File: src/rtl/spi_vw_pkg.sv
package spi_vw_pkg;
   localparam int unsigned CHUNK_MAX = 24;
   localparam int unsigned LEN_W     = 5;

   // register offsets (bytes)
   localparam int unsigned OFS_CTRL0 = 'h00;
   localparam int unsigned OFS_CTRL1 = 'h04;
   localparam int unsigned OFS_STAT  = 'h08;
   localparam int unsigned OFS_DATA  = 'h20;
   localparam int unsigned OFS_HOLD  = 'h30;

   // control 0 bit positions
   localparam int unsigned C0_MSB_OUT  = 6;
   localparam int unsigned C0_CPOL     = 7;
   localparam int unsigned C0_OUT_RISE = 8;
   localparam int unsigned C0_FLUSH    = 9;
   localparam int unsigned C0_IN_RISE  = 10;
   localparam int unsigned C0_EN       = 11;
   localparam int unsigned C0_VARLEN   = 14;
   localparam int unsigned C0_DIV_LSB  = 20;

   // control 1 bit positions
   localparam int unsigned C1_MSB_IN   = 1;
   localparam int unsigned C1_IE_IDLE  = 6;
   localparam int unsigned C1_IE_TXE   = 7;

   typedef struct packed {
      logic                 last;
      logic [LEN_W-1:0]     nbits;
      logic [CHUNK_MAX-1:0] data;
   } tx_entry_t;
endpackage

File: src/rtl/spi_vw_fifo.sv
module spi_vw_fifo #(
   parameter int unsigned WIDTH = 8,
   parameter int unsigned DEPTH = 4,
   localparam int unsigned PTR_W = (DEPTH > 1) ? $clog2(DEPTH) : 1,
   localparam int unsigned LVL_W = $clog2(DEPTH + 1)
) (
   input  logic             clk,
   input  logic             rst_n,
   input  logic             clr,
   input  logic             push,
   input  logic [WIDTH-1:0] din,
   input  logic             pop,
   output logic [WIDTH-1:0] dout,
   output logic [LVL_W-1:0] level,
   output logic             full,
   output logic             empty
);
   logic [WIDTH-1:0] mem_q [DEPTH];
   logic [PTR_W-1:0] rd_q, wr_q;
   logic [LVL_W-1:0] cnt_q;
   logic             do_push, do_pop;

   function automatic logic [PTR_W-1:0] nxt(input logic [PTR_W-1:0] p);
      return (p == PTR_W'(DEPTH - 1)) ? '0 : p + PTR_W'(1);
   endfunction

   assign full    = (cnt_q == LVL_W'(DEPTH));
   assign empty   = (cnt_q == '0);
   assign level   = cnt_q;
   assign dout    = mem_q[rd_q];
   assign do_push = push && !full && !clr;
   assign do_pop  = pop && !empty && !clr;

   always_ff @(posedge clk or negedge rst_n) begin
      if (!rst_n) begin
         rd_q  <= '0;
         wr_q  <= '0;
         cnt_q <= '0;
      end else if (clr) begin
         rd_q  <= '0;
         wr_q  <= '0;
         cnt_q <= '0;
      end else begin
         if (do_push) wr_q <= nxt(wr_q);
         if (do_pop)  rd_q <= nxt(rd_q);
         case ({do_push, do_pop})
            2'b10:   cnt_q <= cnt_q + LVL_W'(1);
            2'b01:   cnt_q <= cnt_q - LVL_W'(1);
            default: cnt_q <= cnt_q;
         endcase
      end
   end

   always_ff @(posedge clk) begin
      if (do_push) mem_q[wr_q] <= din;
   end
endmodule

File: src/rtl/spi_vw_engine.sv
module spi_vw_engine import spi_vw_pkg::*; #(
   parameter int unsigned SPEED_W    = 12,
   parameter int unsigned GAP_CYCLES = 2,
   localparam int unsigned TICK_W    = LEN_W + 1,
   localparam int unsigned GAP_TICKS = 2 * GAP_CYCLES
) (
   input  logic                 clk,
   input  logic                 rst_n,
   input  logic                 enable,
   input  logic                 cpol,
   input  logic                 out_rise,
   input  logic                 in_rise,
   input  logic                 msb_out,
   input  logic                 msb_in,
   input  logic [SPEED_W-1:0]   speed,
   input  logic                 tx_valid,
   input  tx_entry_t            tx_entry,
   output logic                 tx_pop,
   output logic                 rx_push,
   output logic [CHUNK_MAX-1:0] rx_data,
   output logic                 busy,
   output logic                 sclk,
   output logic                 mosi,
   input  logic                 miso,
   output logic                 cs_n
);
   typedef enum logic [1:0] {ST_IDLE, ST_SHIFT, ST_GAP} st_t;

   st_t                  st_q;
   logic [SPEED_W-1:0]   div_q;
   logic [TICK_W-1:0]    tick_q;
   logic [LEN_W-1:0]     ncap_q, len_q, ncap_nx;
   logic [CHUNK_MAX-1:0] sh_q, rx_q, rx_nx;
   logic                 last_q, sclk_q, cs_q, busy_q;
   logic                 tick, rising, cap, launch, chunk_done, gap_done;

   always_comb begin
      tick       = (st_q != ST_IDLE) && (div_q == speed);
      rising     = !sclk_q;
      cap        = tick && (st_q == ST_SHIFT) && (rising == in_rise);
      ncap_nx    = ncap_q + LEN_W'(cap);
      launch     = tick && (st_q == ST_SHIFT) && (rising == out_rise) &&
                   (ncap_nx != '0) && (ncap_nx < len_q);
      rx_nx      = rx_q;
      if (cap) rx_nx = msb_in ? {rx_q[CHUNK_MAX-2:0], miso} : {miso, rx_q[CHUNK_MAX-1:1]};
      chunk_done = tick && (st_q == ST_SHIFT) && (tick_q == ({len_q, 1'b0} - TICK_W'(1)));
      gap_done   = tick && (st_q == ST_GAP) && (tick_q == TICK_W'(GAP_TICKS - 1));
   end

   assign rx_data = msb_in ? rx_nx : (rx_nx >> (CHUNK_MAX - len_q));
   assign rx_push = chunk_done;
   assign tx_pop  = enable && (st_q == ST_IDLE) && tx_valid;
   assign mosi    = msb_out ? sh_q[CHUNK_MAX-1] : sh_q[0];
   assign sclk    = sclk_q;
   assign cs_n    = cs_q;
   assign busy    = busy_q;

   always_ff @(posedge clk or negedge rst_n) begin
      if (!rst_n) begin
         st_q <= ST_IDLE;  div_q <= '0;  tick_q <= '0;  ncap_q <= '0;
         len_q <= '0;  sh_q <= '0;  rx_q <= '0;  last_q <= 1'b0;
         sclk_q <= 1'b0;  cs_q <= 1'b1;  busy_q <= 1'b0;
      end else if (!enable) begin
         st_q   <= ST_IDLE;
         div_q  <= '0;
         sclk_q <= cpol;
         cs_q   <= 1'b1;
         busy_q <= 1'b0;
      end else if (st_q == ST_IDLE) begin
         sclk_q <= cpol;
         div_q  <= '0;
         if (tx_valid) begin
            st_q   <= ST_SHIFT;
            tick_q <= '0;
            ncap_q <= '0;
            rx_q   <= '0;
            len_q  <= tx_entry.nbits;
            last_q <= tx_entry.last;
            sh_q   <= msb_out ? tx_entry.data : (tx_entry.data >> (CHUNK_MAX - tx_entry.nbits));
            cs_q   <= 1'b0;
            busy_q <= 1'b1;
         end
      end else begin
         div_q <= tick ? '0 : div_q + SPEED_W'(1);
         if (tick) begin
            tick_q <= tick_q + TICK_W'(1);
            ncap_q <= ncap_nx;
            rx_q   <= rx_nx;
            if (st_q == ST_SHIFT) sclk_q <= !sclk_q;
            if (launch) sh_q <= msb_out ? (sh_q << 1) : (sh_q >> 1);
         end
         if (chunk_done) begin
            st_q   <= ST_GAP;
            tick_q <= '0;
         end
         if (gap_done) begin
            st_q   <= ST_IDLE;
            busy_q <= 1'b0;
            if (last_q) cs_q <= 1'b1;
         end
      end
   end
endmodule

File: src/rtl/spi_vw_master.sv
module spi_vw_master import spi_vw_pkg::*; #(
   parameter int unsigned ADDR_W     = 6,
   parameter int unsigned DEPTH      = 4,
   parameter int unsigned SPEED_W    = 12,
   parameter int unsigned GAP_CYCLES = 2,
   localparam int unsigned LVL_W     = $clog2(DEPTH + 1),
   localparam int unsigned TXE_W     = $bits(tx_entry_t)
) (
   input  logic              clk,
   input  logic              rst_n,
   input  logic              bus_wr,
   input  logic              bus_rd,
   input  logic [ADDR_W-1:0] bus_addr,
   input  logic [31:0]       bus_wdata,
   output logic [31:0]       bus_rdata,
   output logic              spi_sclk,
   output logic              spi_mosi,
   input  logic              spi_miso,
   output logic              spi_cs_n,
   output logic              irq
);
   if (DEPTH < 2 || DEPTH > 255) begin : g_bad_depth
      $error("spi_vw_master: DEPTH must lie in 2..255");
   end
   if (SPEED_W < 1 || SPEED_W > 12) begin : g_bad_speed
      $error("spi_vw_master: SPEED_W must lie in 1..12");
   end
   if (ADDR_W < 6) begin : g_bad_addr
      $error("spi_vw_master: ADDR_W must be at least 6");
   end
   if (2 * GAP_CYCLES > 2 * CHUNK_MAX) begin : g_bad_gap
      $error("spi_vw_master: GAP_CYCLES too large for the tick counter");
   end

   logic [31:0]          ctrl0_q, ctrl1_q;
   logic                 sel_c0, sel_c1, sel_st, sel_dat, sel_hold;
   logic                 flush, tx_push, rx_pop, tx_pop, rx_push, eng_busy;
   logic                 tx_full, tx_empty, rx_full, rx_empty;
   logic [LVL_W-1:0]     tx_level, rx_level;
   logic [7:0]           tx_lvl8, rx_lvl8, cnt_fld;
   tx_entry_t            wr_entry, tx_head;
   logic [TXE_W-1:0]     tx_head_raw;
   logic [CHUNK_MAX-1:0] rx_head, rx_data;

   assign sel_c0   = (bus_addr == ADDR_W'(OFS_CTRL0));
   assign sel_c1   = (bus_addr == ADDR_W'(OFS_CTRL1));
   assign sel_st   = (bus_addr == ADDR_W'(OFS_STAT));
   assign sel_dat  = (bus_addr == ADDR_W'(OFS_DATA));
   assign sel_hold = (bus_addr == ADDR_W'(OFS_HOLD));
   assign flush    = bus_wr && sel_c0 && bus_wdata[C0_FLUSH];
   assign tx_push  = bus_wr && (sel_dat || sel_hold);
   assign rx_pop   = bus_rd && sel_dat;
   assign cnt_fld  = bus_wdata[31:24];

   always_comb begin
      wr_entry.last = sel_dat;
      wr_entry.data = bus_wdata[CHUNK_MAX-1:0];
      if (!ctrl0_q[C0_VARLEN])
         wr_entry.nbits = LEN_W'(8);
      else if (cnt_fld == 8'd0 || cnt_fld > 8'(CHUNK_MAX))
         wr_entry.nbits = LEN_W'(CHUNK_MAX);
      else
         wr_entry.nbits = cnt_fld[LEN_W-1:0];
   end

   always_ff @(posedge clk or negedge rst_n) begin
      if (!rst_n) begin
         ctrl0_q <= '0;
         ctrl1_q <= '0;
      end else if (bus_wr) begin
         if (sel_c0) ctrl0_q <= bus_wdata & ~(32'd1 << C0_FLUSH);
         if (sel_c1) ctrl1_q <= bus_wdata & ((32'd1 << C1_IE_TXE) | (32'd1 << C1_IE_IDLE) | (32'd1 << C1_MSB_IN));
      end
   end

   spi_vw_fifo #(.WIDTH(TXE_W), .DEPTH(DEPTH)) i_txq (
      .clk(clk), .rst_n(rst_n), .clr(flush), .push(tx_push), .din(wr_entry),
      .pop(tx_pop), .dout(tx_head_raw), .level(tx_level), .full(tx_full), .empty(tx_empty));
   assign tx_head = tx_entry_t'(tx_head_raw);

   spi_vw_fifo #(.WIDTH(CHUNK_MAX), .DEPTH(DEPTH)) i_rxq (
      .clk(clk), .rst_n(rst_n), .clr(flush), .push(rx_push), .din(rx_data),
      .pop(rx_pop), .dout(rx_head), .level(rx_level), .full(rx_full), .empty(rx_empty));

   spi_vw_engine #(.SPEED_W(SPEED_W), .GAP_CYCLES(GAP_CYCLES)) i_eng (
      .clk(clk), .rst_n(rst_n), .enable(ctrl0_q[C0_EN]), .cpol(ctrl0_q[C0_CPOL]),
      .out_rise(ctrl0_q[C0_OUT_RISE]), .in_rise(ctrl0_q[C0_IN_RISE]),
      .msb_out(ctrl0_q[C0_MSB_OUT]), .msb_in(ctrl1_q[C1_MSB_IN]),
      .speed(ctrl0_q[C0_DIV_LSB +: SPEED_W]), .tx_valid(!tx_empty), .tx_entry(tx_head),
      .tx_pop(tx_pop), .rx_push(rx_push), .rx_data(rx_data), .busy(eng_busy),
      .sclk(spi_sclk), .mosi(spi_mosi), .miso(spi_miso), .cs_n(spi_cs_n));

   assign tx_lvl8 = 8'(tx_level);
   assign rx_lvl8 = 8'(rx_level);

   always_comb begin
      bus_rdata = '0;
      if (sel_c0)       bus_rdata = ctrl0_q;
      else if (sel_c1)  bus_rdata = ctrl1_q;
      else if (sel_st)  bus_rdata = {tx_lvl8, rx_lvl8, 5'd0, tx_full, tx_empty,
                                     rx_full, rx_empty, eng_busy, 6'd0};
      else if (sel_dat) bus_rdata = rx_empty ? 32'd0 : {{(32-CHUNK_MAX){1'b0}}, rx_head};
   end

   assign irq = (ctrl1_q[C1_IE_TXE] && tx_empty) || (ctrl1_q[C1_IE_IDLE] && !eng_busy);
endmodule

File: config.mk
export PLATFORM = sky130hd
export DESIGN_NAME = spi_vw_master
export DESIGN_NICKNAME = d
export VERILOG_FILES = /design/src/rtl/spi_vw_pkg.sv /design/src/rtl/spi_vw_fifo.sv /design/src/rtl/spi_vw_engine.sv /design/src/rtl/spi_vw_master.sv
export SDC_FILE = /design/constraint.sdc
export NUM_CORES = 1
export LEC_CHECK = 0
export ABC_CLOCK_PERIOD_IN_PS = 4300
export BUFFER_PORTS_ARGS = -buffer_cell sky130_fd_sc_hd__buf_2
export CAP_MARGIN = 20
export CORE_MARGIN = 4
export CORE_UTILIZATION = 35
export CTS_CLUSTER_DIAMETER = 60
export DETAILED_ROUTE_END_ITERATION = 16
export GPL_TIMING_DRIVEN = 0
export PLACE_DENSITY = 0.55
export SLEW_MARGIN = 25
export SYNTH_ARGS = -nofsm -noshare
export SYNTH_HDL_FRONTEND = slang
export SYNTH_HIERARCHICAL = 1
export SYNTH_SLANG_ARGS = --single-unit
File: constraint.sdc
create_clock -name clk -period 4.3 [get_ports clk]
set_clock_uncertainty 0.2 [all_clocks]
set_input_delay 1.075 -clock clk [delete_from_list [all_inputs] [get_ports clk]]
set_output_delay 1.075 -clock clk [all_outputs]
set_load 0.005 [all_outputs]
======== Yosys cells after proc, flatten, opt, wreduce, memory -nomap -nowiden ========
Memories as Yosys holds them, arrays and structs flattened.
Cells that the tools add are included.
word-level totals
  register bits ........................... 130
  RAM bits ................................ 216
  bits of input ports ..................... 43
  output and inout port bits .............. 36
  logic and storage cells ................. 197
  memories ................................ 2
memories
  memory       words  bits a word  read ports  clocked after Yosys merged registers in  wr ports  RTL line           text
  i_txq.mem_q  4      30           1           0                                        1         spi_vw_fifo.sv:18  logic [WIDTH-1:0] mem_q [DEPTH];
  i_rxq.mem_q  4      24           1           0                                        1         spi_vw_fifo.sv:18
operators by class
  $add $sub $neg .......................... 14
  magnitude comparators ................... 2
  eq/ne operators ......................... 28
  shift-type cells ........................ 2
  muxes and demuxes ....................... 68
  bitwise gates (word level) .............. 1
  reduce and logical (&&, ||, !) cells .... 61
operators with widths
  operator                                                count
  two-way mux 24 bit                                      14
  >> shifter 24 x 32 -> 24 bit                            2
  two-way mux 27 bit                                      2
  two-way mux 12 bit                                      3
  two-way mux 2 bit                                       17
  two-way mux 32 bit                                      1
  logical AND 1 bit                                       25
  two-way mux 5 bit                                       5
  two-way mux 6 bit                                       4
  two-way mux 1 bit                                       18
  equality test 2 bit (second input constant)             7
  nonzero test 2 bit                                      7
  adder 12 x 1 -> 12 bit (second input constant)          1
  equality test 12 bit                                    1
  equality test 6 bit (second input constant)             2
  inequality test 3 x 1 -> 1 bit (second input constant)  4
  case mux 3 bit (2 select lines)                         2
  AND reduction 3 bit                                     4
  subtractor 5 x 5 -> 6 bit (first input constant)        2
  AND reduction 2 bit                                     5
  nonzero test 3 bit                                      3
  adder 2 x 1 -> 2 bit (second input constant)            4
  > comparator 8 x 5 -> 1 bit (second input constant)     1
  logical NOT 8 bit                                       1
  other kinds (25)                                        41

======== Longest topological paths before layout ========
Gate-level depths: netlist (run 1).
  word-level depth ........................ 11
  depth in mapped cells ................... 17
  gate-level depth less buffers ........... 13

======== Modules after synthesis ========
The synthesis (run 1) kept the hierarchy.
by module, submodules not included
  module                times used  cells an instance  area each (µm²)  seq. area each (µm²)
  spi_vw_engine         1           1005               8221.6           2053.2
  spi_vw_fifo at i_txq  1           221                4939.7           3778.6
  spi_vw_fifo at i_rxq  1           190                4086.4           3057.9
  spi_vw_master         1           163                1944.4           850.8

======== Least setup slack after synthesis (run 1) ========
No wires, ideal clock.
  kind .................................... register to register
  from .................................... register i_txq.rd_q[0]
  to ...................................... register i_eng.sh_q[4]
  setup time .............................. 0.125 ns
  data arrival time ....................... 3.896 ns
  required time ........................... 3.975 ns
  path slack .............................. 0.079 ns
  cell stages (with the launch flop) ...... 16
  path buffers ............................ 6
  period minus slack after synthesis ...... 4.221 ns
  path through ............................ dfrtp_1 -> buf_6 -> buf_12 -> mux4_2 -> buf_2 -> buf_2 -> inv_1 -> ha_1 -> clkbuf_1 -> clkbuf_1 -> mux4_2 -> and3_1 -> o311ai_0 -> a21oi_1 -> a311o_1 -> mux2_2
RTL lines
  item                    RTL line             text
  start, declared         spi_vw_fifo.sv:19    logic [PTR_W-1:0] rd_q, wr_q;
  start signal, assigned  spi_vw_fifo.sv:45    if (do_pop) rd_q <= nxt(rd_q);
  end signal, assigned    spi_vw_engine.sv:79  sh_q <= msb_out ? tx_entry.data : (tx_entry.data >> (CHUNK_MAX - tx_entry.nbits));
  end signal, assigned    spi_vw_engine.sv:90  if (launch) sh_q <= msb_out ? (sh_q << 1) : (sh_q >> 1);
  end, declared           spi_vw_engine.sv:33  logic [CHUNK_MAX-1:0] sh_q, rx_q, rx_nx;

==> results of run 1 <==
-- worst paths after layout --
| path | startpoint | end | slack (ns) | depth (start not counted) |
|---|---|---|---|---|
| min in group clk | i_eng/ncap_q[0]$_DFFE_PN0P_ | i_eng/ncap_q[0]$_DFFE_PN0P_ | 0.30 | 2 |
| max | i_txq/rd_q[0]$_DFFE_PN0P_ | i_eng/sh_q[0]$_DFFE_PN0P_ | 0.1 | 14 |
| max reg2reg | i_txq/rd_q[0]$_DFFE_PN0P_ | i_eng/sh_q[0]$_DFFE_PN0P_ | 0.1 | 14 |
| max in group asynchronous | rst_n | i_txq/rd_q[1]$_DFFE_PN0P_ | 2.85 | 2 |
| min | rst_n | i_eng/sh_q[18]$_DFFE_PN0P_ | 0.26 | 1 |
| min reg2reg | i_eng/ncap_q[0]$_DFFE_PN0P_ | i_eng/ncap_q[0]$_DFFE_PN0P_ | 0.30 | 2 |
-- sequential cells by signal, summed over array words and instances (netlist names), 5 cells and up --
| name | cells |
|---|---|
| i_eng/ncap_q | 5 |
| i_txq/mem_q | 120 |
| ctrl0_q | 31 |
| i_eng/rx_q | 24 |
| i_eng/len_q | 5 |
| i_eng/div_q | 12 |
| i_eng/sh_q | 24 |
| i_eng/tick_q | 6 |
| i_rxq/mem_q | 96 |
-- area by class of cell --
class / instances / area [um^2] / area share
Timing Repair Buffer: 89 / 553.0 / 0.02484
Inverter: 45 / 171.4 / 0.007699
Clock inverter: 26 / 342.8 / 0.01540
Multi-Input combinational cell: 1077 / 8929 / 0.4010
Clock buffer: 47 / 1059 / 0.04754
Buffer: 107 / 598.1 / 0.02686
Tap cell: 696 / 870.8 / 0.03911
Sequential cell: 346 / 9742 / 0.4375
-- metal layers --
metal | global-route usage | vias to the layer above | part of all wire
met5 | 0 | - | 0
met3 | 0.02988 | 123 | 0.064
li1 | - | 6358 | -
met4 | 0.06078 | 0 | 0.030
met2 | 0.3272 | 597 | 0.47
met1 | 0.2841 | 7460 | 0.43
-- timing repair --
| item | in CTS | in global routing |
|---|---|---|
| hold buffers | 0 | 0 |
| endpoints found under the setup margin | 154 | 139 |
| pin swaps | 1 | 3 |
| setup buffers | 5 | 1 |
| resized for setup | 26 | 37 |
-- kinds of logic (layout without fill, tap and decap cells) --
kind of cell    Yosys count  after routing  synth area share
simple gates            444            444            0.1153
xor+xnor                 50             50           0.02282
fa+ha+maj                20             20           0.01382
mux                     228            228            0.1805
flops                   346            346            0.5075
compound gates          335            335            0.1211
buf+inv                 156            314           0.03899
-- per-stage QoR --
step                      hold WS (ns)  TNS, ns  std cells  utilization  area [um^2]
after global placement          0.2736  -308.03       2352       0.3785        20450
after global routing            0.2878  -0.1918       2433       0.4121        22270
after detailed placement        0.2861   -94.58       2358       0.3811        20590
after floorplan                 0.2563        0       1579            -        19190
final                           0.2562        0       2433       0.4121        22270
after CTS                       0.2453        0       2432       0.4093        22110
-- placed cells by master, fill, tap and decap left out, types with 20 or more instances in the layout --
cell type                     n
sky130_fd_sc_hd__edfxtp_1   216
sky130_fd_sc_hd__nand2_1    165
sky130_fd_sc_hd__dfrtp_1    128
sky130_fd_sc_hd__buf_2       99
sky130_fd_sc_hd__mux2i_1     81
sky130_fd_sc_hd__o21ai_0     75
sky130_fd_sc_hd__mux4_2      74
sky130_fd_sc_hd__nand3_1     69
sky130_fd_sc_hd__nor2_1      68
sky130_fd_sc_hd__mux2_2      61
sky130_fd_sc_hd__clkbuf_1    61
sky130_fd_sc_hd__a21oi_1     51
sky130_fd_sc_hd__inv_1       44
sky130_fd_sc_hd__clkbuf_16   41
sky130_fd_sc_hd__o22ai_1     26
sky130_fd_sc_hd__xnor2_1     25
sky130_fd_sc_hd__nor3_1      23
sky130_fd_sc_hd__a22o_1      20
sky130_fd_sc_hd__xor2_1      20
-- power by group through the flow --
stage	Combinational [mW]	Sequential (mW)	Clock [mW]
after global placement	1.40	3.77	0
final	1.51	3.71	3.61
after CTS	1.45	3.70	3.71
after global routing	1.62	3.71	3.84
after floorplan	0.951	3.72	0
after detailed placement	1.41	3.77	0
==> results.json, run 1 <==
{
  "synth_commonest_cells": "sky130_fd_sc_hd__edfxtp_1, sky130_fd_sc_hd__nand2_1, sky130_fd_sc_hd__dfrtp_1",
  "layout_worst_path_cycle_share": 0.9774,
  "drt_first_pass_iters": 7,
  "cts_buffers": 40,
  "clock_tree.root_cell": "sky130_fd_sc_hd__clkbuf_16",
  "synthToLayoutAreaGrowth_pct": 16.01,
  "synth_most_common_cell": "sky130_fd_sc_hd__edfxtp_1",
  "route.detailed.vias_per_inst": 5.975,
  "asyncSetResetFlopFracSynth": 0.3757,
  "number_of_max_cap_violations": 0,
  "swShare": 0.2766,
  "cts_max_path_buffers": 3,
  "maxSlewViolCount": 0,
  "syn_avg_cell_area_um2": 12.15,
  "drt-wirelength-per-cell_um": 25.01,
  "clkPwrFrac": 0.409,
  "pwrdens_nw_per_um2": 396.6,
  "worst_hold_path_type": "in -> async",
  "static-leakage-power_nw": 8.163,
  "cp.arrival_ns": 4.45,
  "grt_pass1_wl_um": 91710,
  "slew_headroom": 0.3205,
  "irDropWorstVdd_mv": 0.2508,
  "drt_iter0_markers": 1293,
  "yosys_warnings": 6,
  "grt_pass1_vias": 14160,
  "design.die.area_um2": 58650,
  "die_height_um": 242.2,
  "number_of_synthesized_register_bits": 346,
  "ys_flop_type": "sky130_fd_sc_hd__edfxtp_1",
  "top_level_ports": 79,
  "antenna_cells_inserted": 0,
  "num_vias": 14540,
  "initial_utilization": 0.3552,
  "clock_latency_ns": 0.57,
  "final_critical_path_setup_slack_ns": 0.09713,
  "critPathKind": "reg -> reg",
  "crit_family": "multiplexers",
  "tritoncts_sink_count": 346,
  "cp_num_buf_inv": 5,
  "antenna_found_initial": 4,
  "numPortBuffers": 77,
  "grt_util_all_layers": 0.2024,
  "cell_rows": 85,
  "comb_power_share": 0.171,
  "synth_cell_types": 88,
  "dp.final_hpwl_um": 45010,
  "cts_max_level": 2,
  "core_area_um2": 54030,
  "worst_ep_required_time_ns": 4.55,
  "fin_nets": 1769,
  "number_of_enable_type_register_cells_in_the_synthesized_netlist": 216,
  "pre_cts_slack_ns": -1.073,
  "critical-path-slowest-cell": "sky130_fd_sc_hd__mux4_2",
  "post_route_cells_drive_above_1_share": 0.2332,
  "run_status": "finished, final reports clean",
  "global_route.overflow_total": 0,
  "syn-cell-area_um2": 19190,
  "worst_setup_hold_path_clk_slew_ns": 0.06,
  "grt_setup_unrepaired": "yes",
  "routed_wl_um": 60840,
  "syn-instance-count": 1579,
  "netlist.area_leader.share": 0.3380,
  "synth_top_cell_by_area": "sky130_fd_sc_hd__edfxtp_1",
  "power_mw": 8.831,
  "slowest_delay_ns": 0.58,
  "antenna_violating_nets_post_route": 0,
  "die_w_um": 242.2,
  "cellInternalPower_mw": 6.388,
  "seq_power_share": 0.420,
  "globalplace.congestion": 0.9648,
  "timing.final.crit_period_ns": 4.203,
  "synth-seq-area-share": 0.5075,
  "grt_max_degree": 71,
  "worst-slew-pin-transition_ns": 1.011,
  "setup_viol": 0,
  "worst-path-max-fanout": 10,
  "netSwitchingPower_mw": 2.443,
  "timing.critical_path.cells": "buf_6, buf_12, mux4_2, buf_4, inv_1, ha_4, clkbuf_4, mux4_2, mux2i_2, nor3_1, o21ai_0, a21oi_1, a311o_1, mux2_2",
  "setup.worst_path.end_class": "register",
  "fmax_ghz": 0.2379,
  "synth.top_cells.by_area": "sky130_fd_sc_hd__edfxtp_1, sky130_fd_sc_hd__dfrtp_1, sky130_fd_sc_hd__mux4_2",
  "synth_fp_nets": 1642,
  "startpoint_type": "register",
  "critPathMostFrequentCell": "sky130_fd_sc_hd__mux4_2",
  "hold_violations": 0,
  "clock_tree_from_tritoncts": "yes",
  "fill_cells": 5077,
  "route.detailed.drc": 0
}
(Power assumes the default switching activity.)
==> run 2, diff against run 1 <==
- ABC_CLOCK_PERIOD_IN_PS: 4300 -> 4100
- PLACE_DENSITY: 0.55 -> 0.53
- clock period: 4.3 -> 4.1 ns (I/O delays scaled with it)
==> results.json, run 2 (same netlist as run 1, synthesis figures left out) <==
{
  "globalplace.congestion": 0.9504,
  "drt_first_pass_iters": 7,
  "global_route.overflow_total": 0,
  "run_status": "finished, final reports clean",
  "drt-wirelength-per-cell_um": 25.10,
  "clock_tree_from_tritoncts": "yes",
  "registers_with_the_highest_flip_flop_counts": "i_txq/mem_q: 120 flops, i_rxq/mem_q: 96 flops, ctrl0_q: 31 flops",
  "clock_tree.root_cell": "sky130_fd_sc_hd__clkbuf_16",
  "setup_viol": 0,
  "fin_nets": 1791,
  "maxSlewViolCount": 0,
  "number_of_max_cap_violations": 0,
  "layout.cells.most_common_list": "sky130_fd_sc_hd__edfxtp_1, sky130_fd_sc_hd__nand2_1, sky130_fd_sc_hd__dfrtp_1, sky130_fd_sc_hd__buf_2, sky130_fd_sc_hd__mux2i_1",
  "cts_max_level": 2,
  "final_common_cell": "sky130_fd_sc_hd__edfxtp_1",
  "antenna_found_initial": 0,
  "startpoint_type": "input pin",
  "utilization_after_layout": 0.4161,
  "cell_rows": 85,
  "comb_power_share": 0.175,
  "slew_headroom": 0.2576,
  "antenna_violating_nets_post_route": 0,
  "top_level_ports": 79,
  "die_w_um": 242.2,
  "grt_util_all_layers": 0.2064,
  "synthToLayoutAreaGrowth_pct": 17.13,
  "critPathKind": "in -> out",
  "drt_iter0_markers": 1311,
  "dpl-instance-area_um2": 20610,
  "irDropWorstVdd_mv": 0.2871,
  "setup.worst_path.end_class": "output pin",
  "dp.final_hpwl_um": 45360,
  "pwrdens_nw_per_um2": 404.5,
  "seq_power_share": 0.427,
  "static-leakage-power_nw": 8.260,
  "hold_violations": 0,
  "grt_max_degree": 75,
  "grt_setup_unrepaired": "yes",
  "fmax_ghz": 0.2520,
  "layout_worst_path_cycle_share": 0.9678,
  "clkPwrFrac": 0.398,
  "worst-path-max-fanout": 10,
  "core_area_um2": 54030,
  "die_height_um": 242.2,
  "timing.final.crit_period_ns": 3.968,
  "cp.arrival_ns": 2.74,
  "largest_register_ff_count": 120,
  "post_layout_inst_area_um2": 22480,
  "largest-register": "i_txq/mem_q",
  "worst_ep_required_time_ns": 2.87,
  "r2r-end": "i_eng/sh_q[0]$_DFFE_PN0P_",
  "worst_r2r_startpoint": "i_txq/rd_q[0]$_DFFE_PN0P_",
  "worst_hold_slack_ns": 0.1657,
  "worst_setup_hold_path_clk_slew_ns": 0.06,
  "routed_wl_um": 61600,
  "antenna_cells_inserted": 0,
  "netSwitchingPower_mw": 2.584,
  "tritoncts_sink_count": 346,
  "grt_pass1_wl_um": 93230,
  "worst-slew-pin-transition_ns": 1.105,
  "cellInternalPower_mw": 6.508,
  "route.detailed.drc": 0,
  "numPortBuffers": 77,
  "post_route_cells_drive_above_1_share": 0.2526,
  "reg2reg_setup_slack_ns": 0.13,
  "initial_utilization": 0.3552,
  "worst_hold_path_type": "in -> async",
  "setup_total_negative_slack_ns": 0,
  "cts_max_path_buffers": 3,
  "route.detailed.vias_per_inst": 5.861,
  "clock_latency_ns": 0.58,
  "grt_pass1_vias": 14210,
  "swShare": 0.2842,
  "hold_buffers": 0,
  "reg2reg_depth": 13,
  "design.die.area_um2": 58650,
  "num_vias": 14380,
  "cts_buffers": 40
}
## run 2: metrics by stage
stage / worst slack, ns / total power [mW] / std cells
finish: 0.1318 / 9.092 / 2454
global route: -0.03344 / 9.453 / 2454
CTS: 0.001739 / 9.149 / 2445
detailed placement: -1.063 / 5.438 / 2357
global placement: -1.753 / 5.432 / 2352
floorplan: 0.01088 / 4.901 / 1579
## run 2: worst max-delay path by stage
stage	from	to	slack, ns	depth (start not counted)
finish	bus_addr[3]	bus_rdata[1]	0.13	7
global route	i_txq/rd_q[0]$_DFFE_PN0P_	i_eng/sh_q[1]$_DFFE_PN0P_	-0.03	11
CTS	ctrl0_q[22]$_DFFE_PN0P_	i_eng/sh_q[5]$_DFFE_PN0P_	0.002	15
detailed placement	i_txq/rd_q[1]$_DFFE_PN0P_	i_eng/sh_q[2]$_DFFE_PN0P_	-1.06	14
global placement	i_eng/len_q[0]$_DFFE_PN0P_	i_rxq/mem_q[0][23]$_DFFE_PP_	-1.75	11
floorplan	i_txq/rd_q[0]$_DFFE_PN0P_	i_eng/sh_q[4]$_DFFE_PN0P_	0.01	15
## run 2: power by group through the flow
stage               logic, mW  clock network [mW]  registers, mW
floorplan               0.998                   0           3.90
global placement         1.48                   0           3.95
detailed placement       1.49                   0           3.95
CTS                      1.55                3.71           3.88
global route             1.71                3.85           3.89
finish                   1.59                3.62           3.88
## run 2: layout make-up
class	count	area, um^2
flip-flops and latches	346	9744
clock inverters	26	299.0
inverters	45	177.7
clock buffers	46	1044
plain buffers	105	589.3
fillers	5077	31550
repair buffers	111	748.2
multi-input cells	1079	9006
well taps	696	870.8
## run 2: timing repair
action	in CTS	in global routing
gates resized for setup	60	30
setup endpoints to repair	215	112
gates cloned	3	0
pin swaps	11	8
buffers inserted	17	11
endpoints found under the hold margin	0	0
## run 2: critical path, cell delays in order
cell and delay (ns):
sky130_fd_sc_hd__buf_2 0.16, sky130_fd_sc_hd__nor2_1 0.55, sky130_fd_sc_hd__and3_1 0.24, sky130_fd_sc_hd__buf_2 0.19
sky130_fd_sc_hd__buf_4 0.21, sky130_fd_sc_hd__o2bb2ai_1 0.19, sky130_fd_sc_hd__buf_2 0.17
## run 2: per-layer routing
metal | up-vias | GRT usage | routed length [um]
li1 | 6422 | - | -
met1 | 7348 | 0.2902 | 27360
met2 | 511 | 0.3387 | 29380
met3 | 103 | 0.02944 | 3264
met4 | 0 | 0.05276 | 1597
met5 | - | 0 | 0
==> run 3, diff against run 2 <==
- ABC_AREA: not set -> 1
==> results.json, run 3 <==
{
  "grt_max_degree": 86,
  "route.detailed.vias_per_inst": 5.381,
  "dpl-instance-area_um2": 20810,
  "drt-wirelength-per-cell_um": 20.25,
  "largest_register_ff_count": 120,
  "setup_viol": 0,
  "irDropWorstVdd_mv": 0.4128,
  "drt_iter0_markers": 1468,
  "globalRouteMet2Util": 0.3417,
  "initial_utilization": 0.3555,
  "number_of_synthesized_register_bits": 346,
  "layout.cells.most_common_list": "sky130_fd_sc_hd__nand2_1, sky130_fd_sc_hd__nand3_1, sky130_fd_sc_hd__o21ai_0, sky130_fd_sc_hd__edfxtp_1, sky130_fd_sc_hd__nor2_1",
  "worst_ep_required_time_ns": 2.87,
  "synth-seq-area-share": 0.5061,
  "core_area_um2": 54130,
  "synth_fp_nets": 2332,
  "worst-path-max-fanout": 10,
  "routed_wl_um": 63600,
  "synth_commonest_cells": "sky130_fd_sc_hd__nand2_1, sky130_fd_sc_hd__nand3_1, sky130_fd_sc_hd__o21ai_0",
  "cp.arrival_ns": 2.75,
  "hold_violations": 0,
  "synth.top_cells.by_area": "sky130_fd_sc_hd__edfxtp_1, sky130_fd_sc_hd__dfrtp_1, sky130_fd_sc_hd__nand2_1",
  "clock_latency_ns": 0.57,
  "fmax_ghz": 0.2518,
  "timing.final.crit_period_ns": 3.971,
  "registers_with_the_highest_flip_flop_counts": "i_txq/mem_q: 120 flops, i_rxq/mem_q: 96 flops, ctrl0_q: 31 flops",
  "grt_util_all_layers": 0.2106,
  "cts_max_path_buffers": 3,
  "number_of_enable_type_register_cells_in_the_synthesized_netlist": 216,
  "timing.critical_path.cells": "inv_2, buf_2, buf_2, nor2_1, o22ai_1, nand2_1, o21ai_0, buf_2",
  "worst_hold_path_type": "in -> async",
  "maxSlewViolCount": 0,
  "slowest_delay_ns": 0.44,
  "clock_tree.root_cell": "sky130_fd_sc_hd__clkbuf_16",
  "num_vias": 16900,
  "worst-slew-pin-transition_ns": 0.9525,
  "grt_pass1_wl_um": 96990,
  "final_critical_path_setup_slack_ns": 0.1286,
  "post_route_cells_drive_above_1_share": 0.1480,
  "grt_pass1_vias": 16080,
  "layout_worst_path_cycle_share": 0.9686,
  "synth_most_common_cell": "sky130_fd_sc_hd__nand2_1",
  "met1_routing_resource_usage_after_global_routing": 0.2955,
  "startpoint_type": "register",
  "run_status": "finished, final reports clean",
  "critPathKind": "reg -> out",
  "slew_headroom": 0.3628,
  "utilization_after_layout": 0.4137,
  "syn_avg_cell_area_um2": 8.482,
  "syn-instance-count": 2269,
  "ys_flop_type": "sky130_fd_sc_hd__edfxtp_1",
  "syn-cell-area_um2": 19240,
  "setup.worst_path.end_class": "output pin",
  "hold_buffers": 0,
  "die_w_um": 242.5,
  "critical-path-slowest-cell": "sky130_fd_sc_hd__dfrtp_1",
  "largest-register": "i_txq/mem_q",
  "die_height_um": 242.5,
  "antenna_violating_nets_post_route": 0,
  "number_of_max_cap_violations": 0,
  "worst_setup_hold_path_clk_slew_ns": 0.06,
  "critPathMostFrequentCell": "sky130_fd_sc_hd__buf_2",
  "clock_tree_from_tritoncts": "yes",
  "gr-usage-met3": 0.02889,
  "cell_rows": 85,
  "crit_family": "buffers and inverters",
  "pre_cts_slack_ns": -0.7123,
  "yosys_warnings": 6,
  "busiest_layer": "met2",
  "setup_total_negative_slack_ns": 0,
  "pwrdens_nw_per_um2": 767.1,
  "cp_num_buf_inv": 4,
  "route.detailed.drc": 0,
  "top_level_ports": 79,
  "fin_nets": 2469,
  "cts_buffers": 42,
  "worst_hold_slack_ns": 0.1469,
  "tritoncts_sink_count": 346,
  "asyncSetResetFlopFracSynth": 0.3757,
  "post_layout_inst_area_um2": 22390,
  "globalplace.congestion": 0.9575,
  "synthToLayoutAreaGrowth_pct": 16.36,
  "numPortBuffers": 77,
  "dp.final_hpwl_um": 48240,
  "drt_first_pass_iters": 6,
  "cts_max_level": 2,
  "global_route.overflow_total": 0,
  "design.die.area_um2": 58800,
  "antenna_found_initial": 4,
  "static-leakage-power_nw": 9.285,
  "final_common_cell": "sky130_fd_sc_hd__nand2_1",
  "netlist.area_leader.share": 0.3370,
  "synth_top_cell_by_area": "sky130_fd_sc_hd__edfxtp_1",
  "synth_cell_types": 54
}
## run 3: cell types whose count changed after synthesis, moves of 23 or more
cell,before,now
sky130_fd_sc_hd__nand3_2,0,27
sky130_fd_sc_hd__mux2_2,61,1
sky130_fd_sc_hd__nand2_1,165,546
sky130_fd_sc_hd__inv_1,44,155
sky130_fd_sc_hd__nor2_1,70,187
sky130_fd_sc_hd__mux2i_1,82,1
sky130_fd_sc_hd__o21ai_0,77,246
sky130_fd_sc_hd__o21ai_1,1,45
sky130_fd_sc_hd__nand2_2,0,23
sky130_fd_sc_hd__o22ai_1,26,83
sky130_fd_sc_hd__mux4_2,74,0
sky130_fd_sc_hd__nand3_1,70,257
## run 3: path summary, 6_finish.rpt
check	from	to	slack, ns	cells after the start
max in group asynchronous	rst_n	i_eng/rx_q[8]$_DFFE_PN0P_	2.70	2
min in group clk	i_eng/cs_n$_DFFE_PN1P_	i_eng/cs_n$_DFFE_PN1P_	0.27	2
worst min-delay path	rst_n	i_eng/div_q[11]$_DFF_PN0_	0.15	1
worst max register to register	i_txq/rd_q[0]$_DFFE_PN0P_	i_eng/sh_q[9]$_DFFE_PN0P_	0.26	18
worst min register to register	i_eng/cs_n$_DFFE_PN1P_	i_eng/cs_n$_DFFE_PN1P_	0.27	2
worst max-delay path	i_rxq/rd_q[0]$_DFFE_PN0P_	bus_rdata[3]	0.13	8
## run 3: cells by family (layout without fill, tap and decap cells)
kind of cell / after synthesis / count (layout) / share of synthesized area
XOR/XNOR: 23 / 23 / 0.01164
multiplexers: 2 / 2 / 0.001105
AND/OR/NAND/NOR: 1127 / 1127 / 0.2748
other: 0 / 5 / 0
AO/OA/AOI/OAI: 449 / 449 / 0.1264
buffers and inverters: 302 / 473 / 0.06612
adder cells (fa/ha/maj): 20 / 20 / 0.01378
flip-flops: 346 / 346 / 0.5061
## run 3: worst register-to-register path: stages, from the launching register on
cell and delay [ns]:
sky130_fd_sc_hd__dfrtp_1 0.36, sky130_fd_sc_hd__buf_2 0.17, sky130_fd_sc_hd__inv_2 0.13, sky130_fd_sc_hd__buf_2 0.28, sky130_fd_sc_hd__nor2_1 0.09, sky130_fd_sc_hd__o22ai_2 0.26, sky130_fd_sc_hd__inv_2 0.16, sky130_fd_sc_hd__buf_2 0.22
sky130_fd_sc_hd__ha_2 0.23, sky130_fd_sc_hd__nand2_1 0.07, sky130_fd_sc_hd__nand2_1 0.12, sky130_fd_sc_hd__xor2_4 0.25, sky130_fd_sc_hd__nand2_1 0.10, sky130_fd_sc_hd__clkbuf_1 0.35, sky130_fd_sc_hd__inv_1 0.23, sky130_fd_sc_hd__o211ai_1 0.21
sky130_fd_sc_hd__nand3_1 0.15, sky130_fd_sc_hd__nand2_1 0.09, sky130_fd_sc_hd__o21ai_1 0.07
## run 3: report_power, final
group | leakage (nW) | switching (mW) | internal [mW]
combinational | 4.88 | 6.47 | 2.63
clock | 0.658 | 1.55 | 2.12
sequential | 3.75 | 0.222 | 4.18
total | 9.28 | 8.24 | 8.94
## run 3: per-layer routing
layer / routed length, um / share of wire / vias up
met3: 4132 / 0.065 / 94
met1: 27950 / 0.44 / 8226
li1: - / - / 8030
met5: 29 / 0.00046 / -
met2: 29850 / 0.47 / 547
met4: 1633 / 0.026 / 4
## run 3: final cells by class
cell class	count	area [um^2]
Antenna cell	5	12.51
Buffer	125	623.1
Clock buffer	53	1135
Clock inverter	25	234.0
Fill cell	5418	31740
Inverter	174	656.9
Multi-Input combinational cell	1621	8377
Sequential cell	346	9741
Tap cell	696	870.8
Timing Repair Buffer	96	743.2
## run 3: repair_timing
item | CTS | global route
endpoints found under the setup margin | 27 | 107
pin swaps | 0 | 5
resized for setup | 9 | 36
endpoints found under the hold margin | 0 | 0
setup buffers | 0 | 9
## run 3: stage by stage
step	std cells	total power [mW]
after floorplan	2269	10.38
after global placement	3042	13.27
after detailed placement	3052	13.24
after CTS	3127	17.00
after global routing	3136	18.51
final	3141	17.18
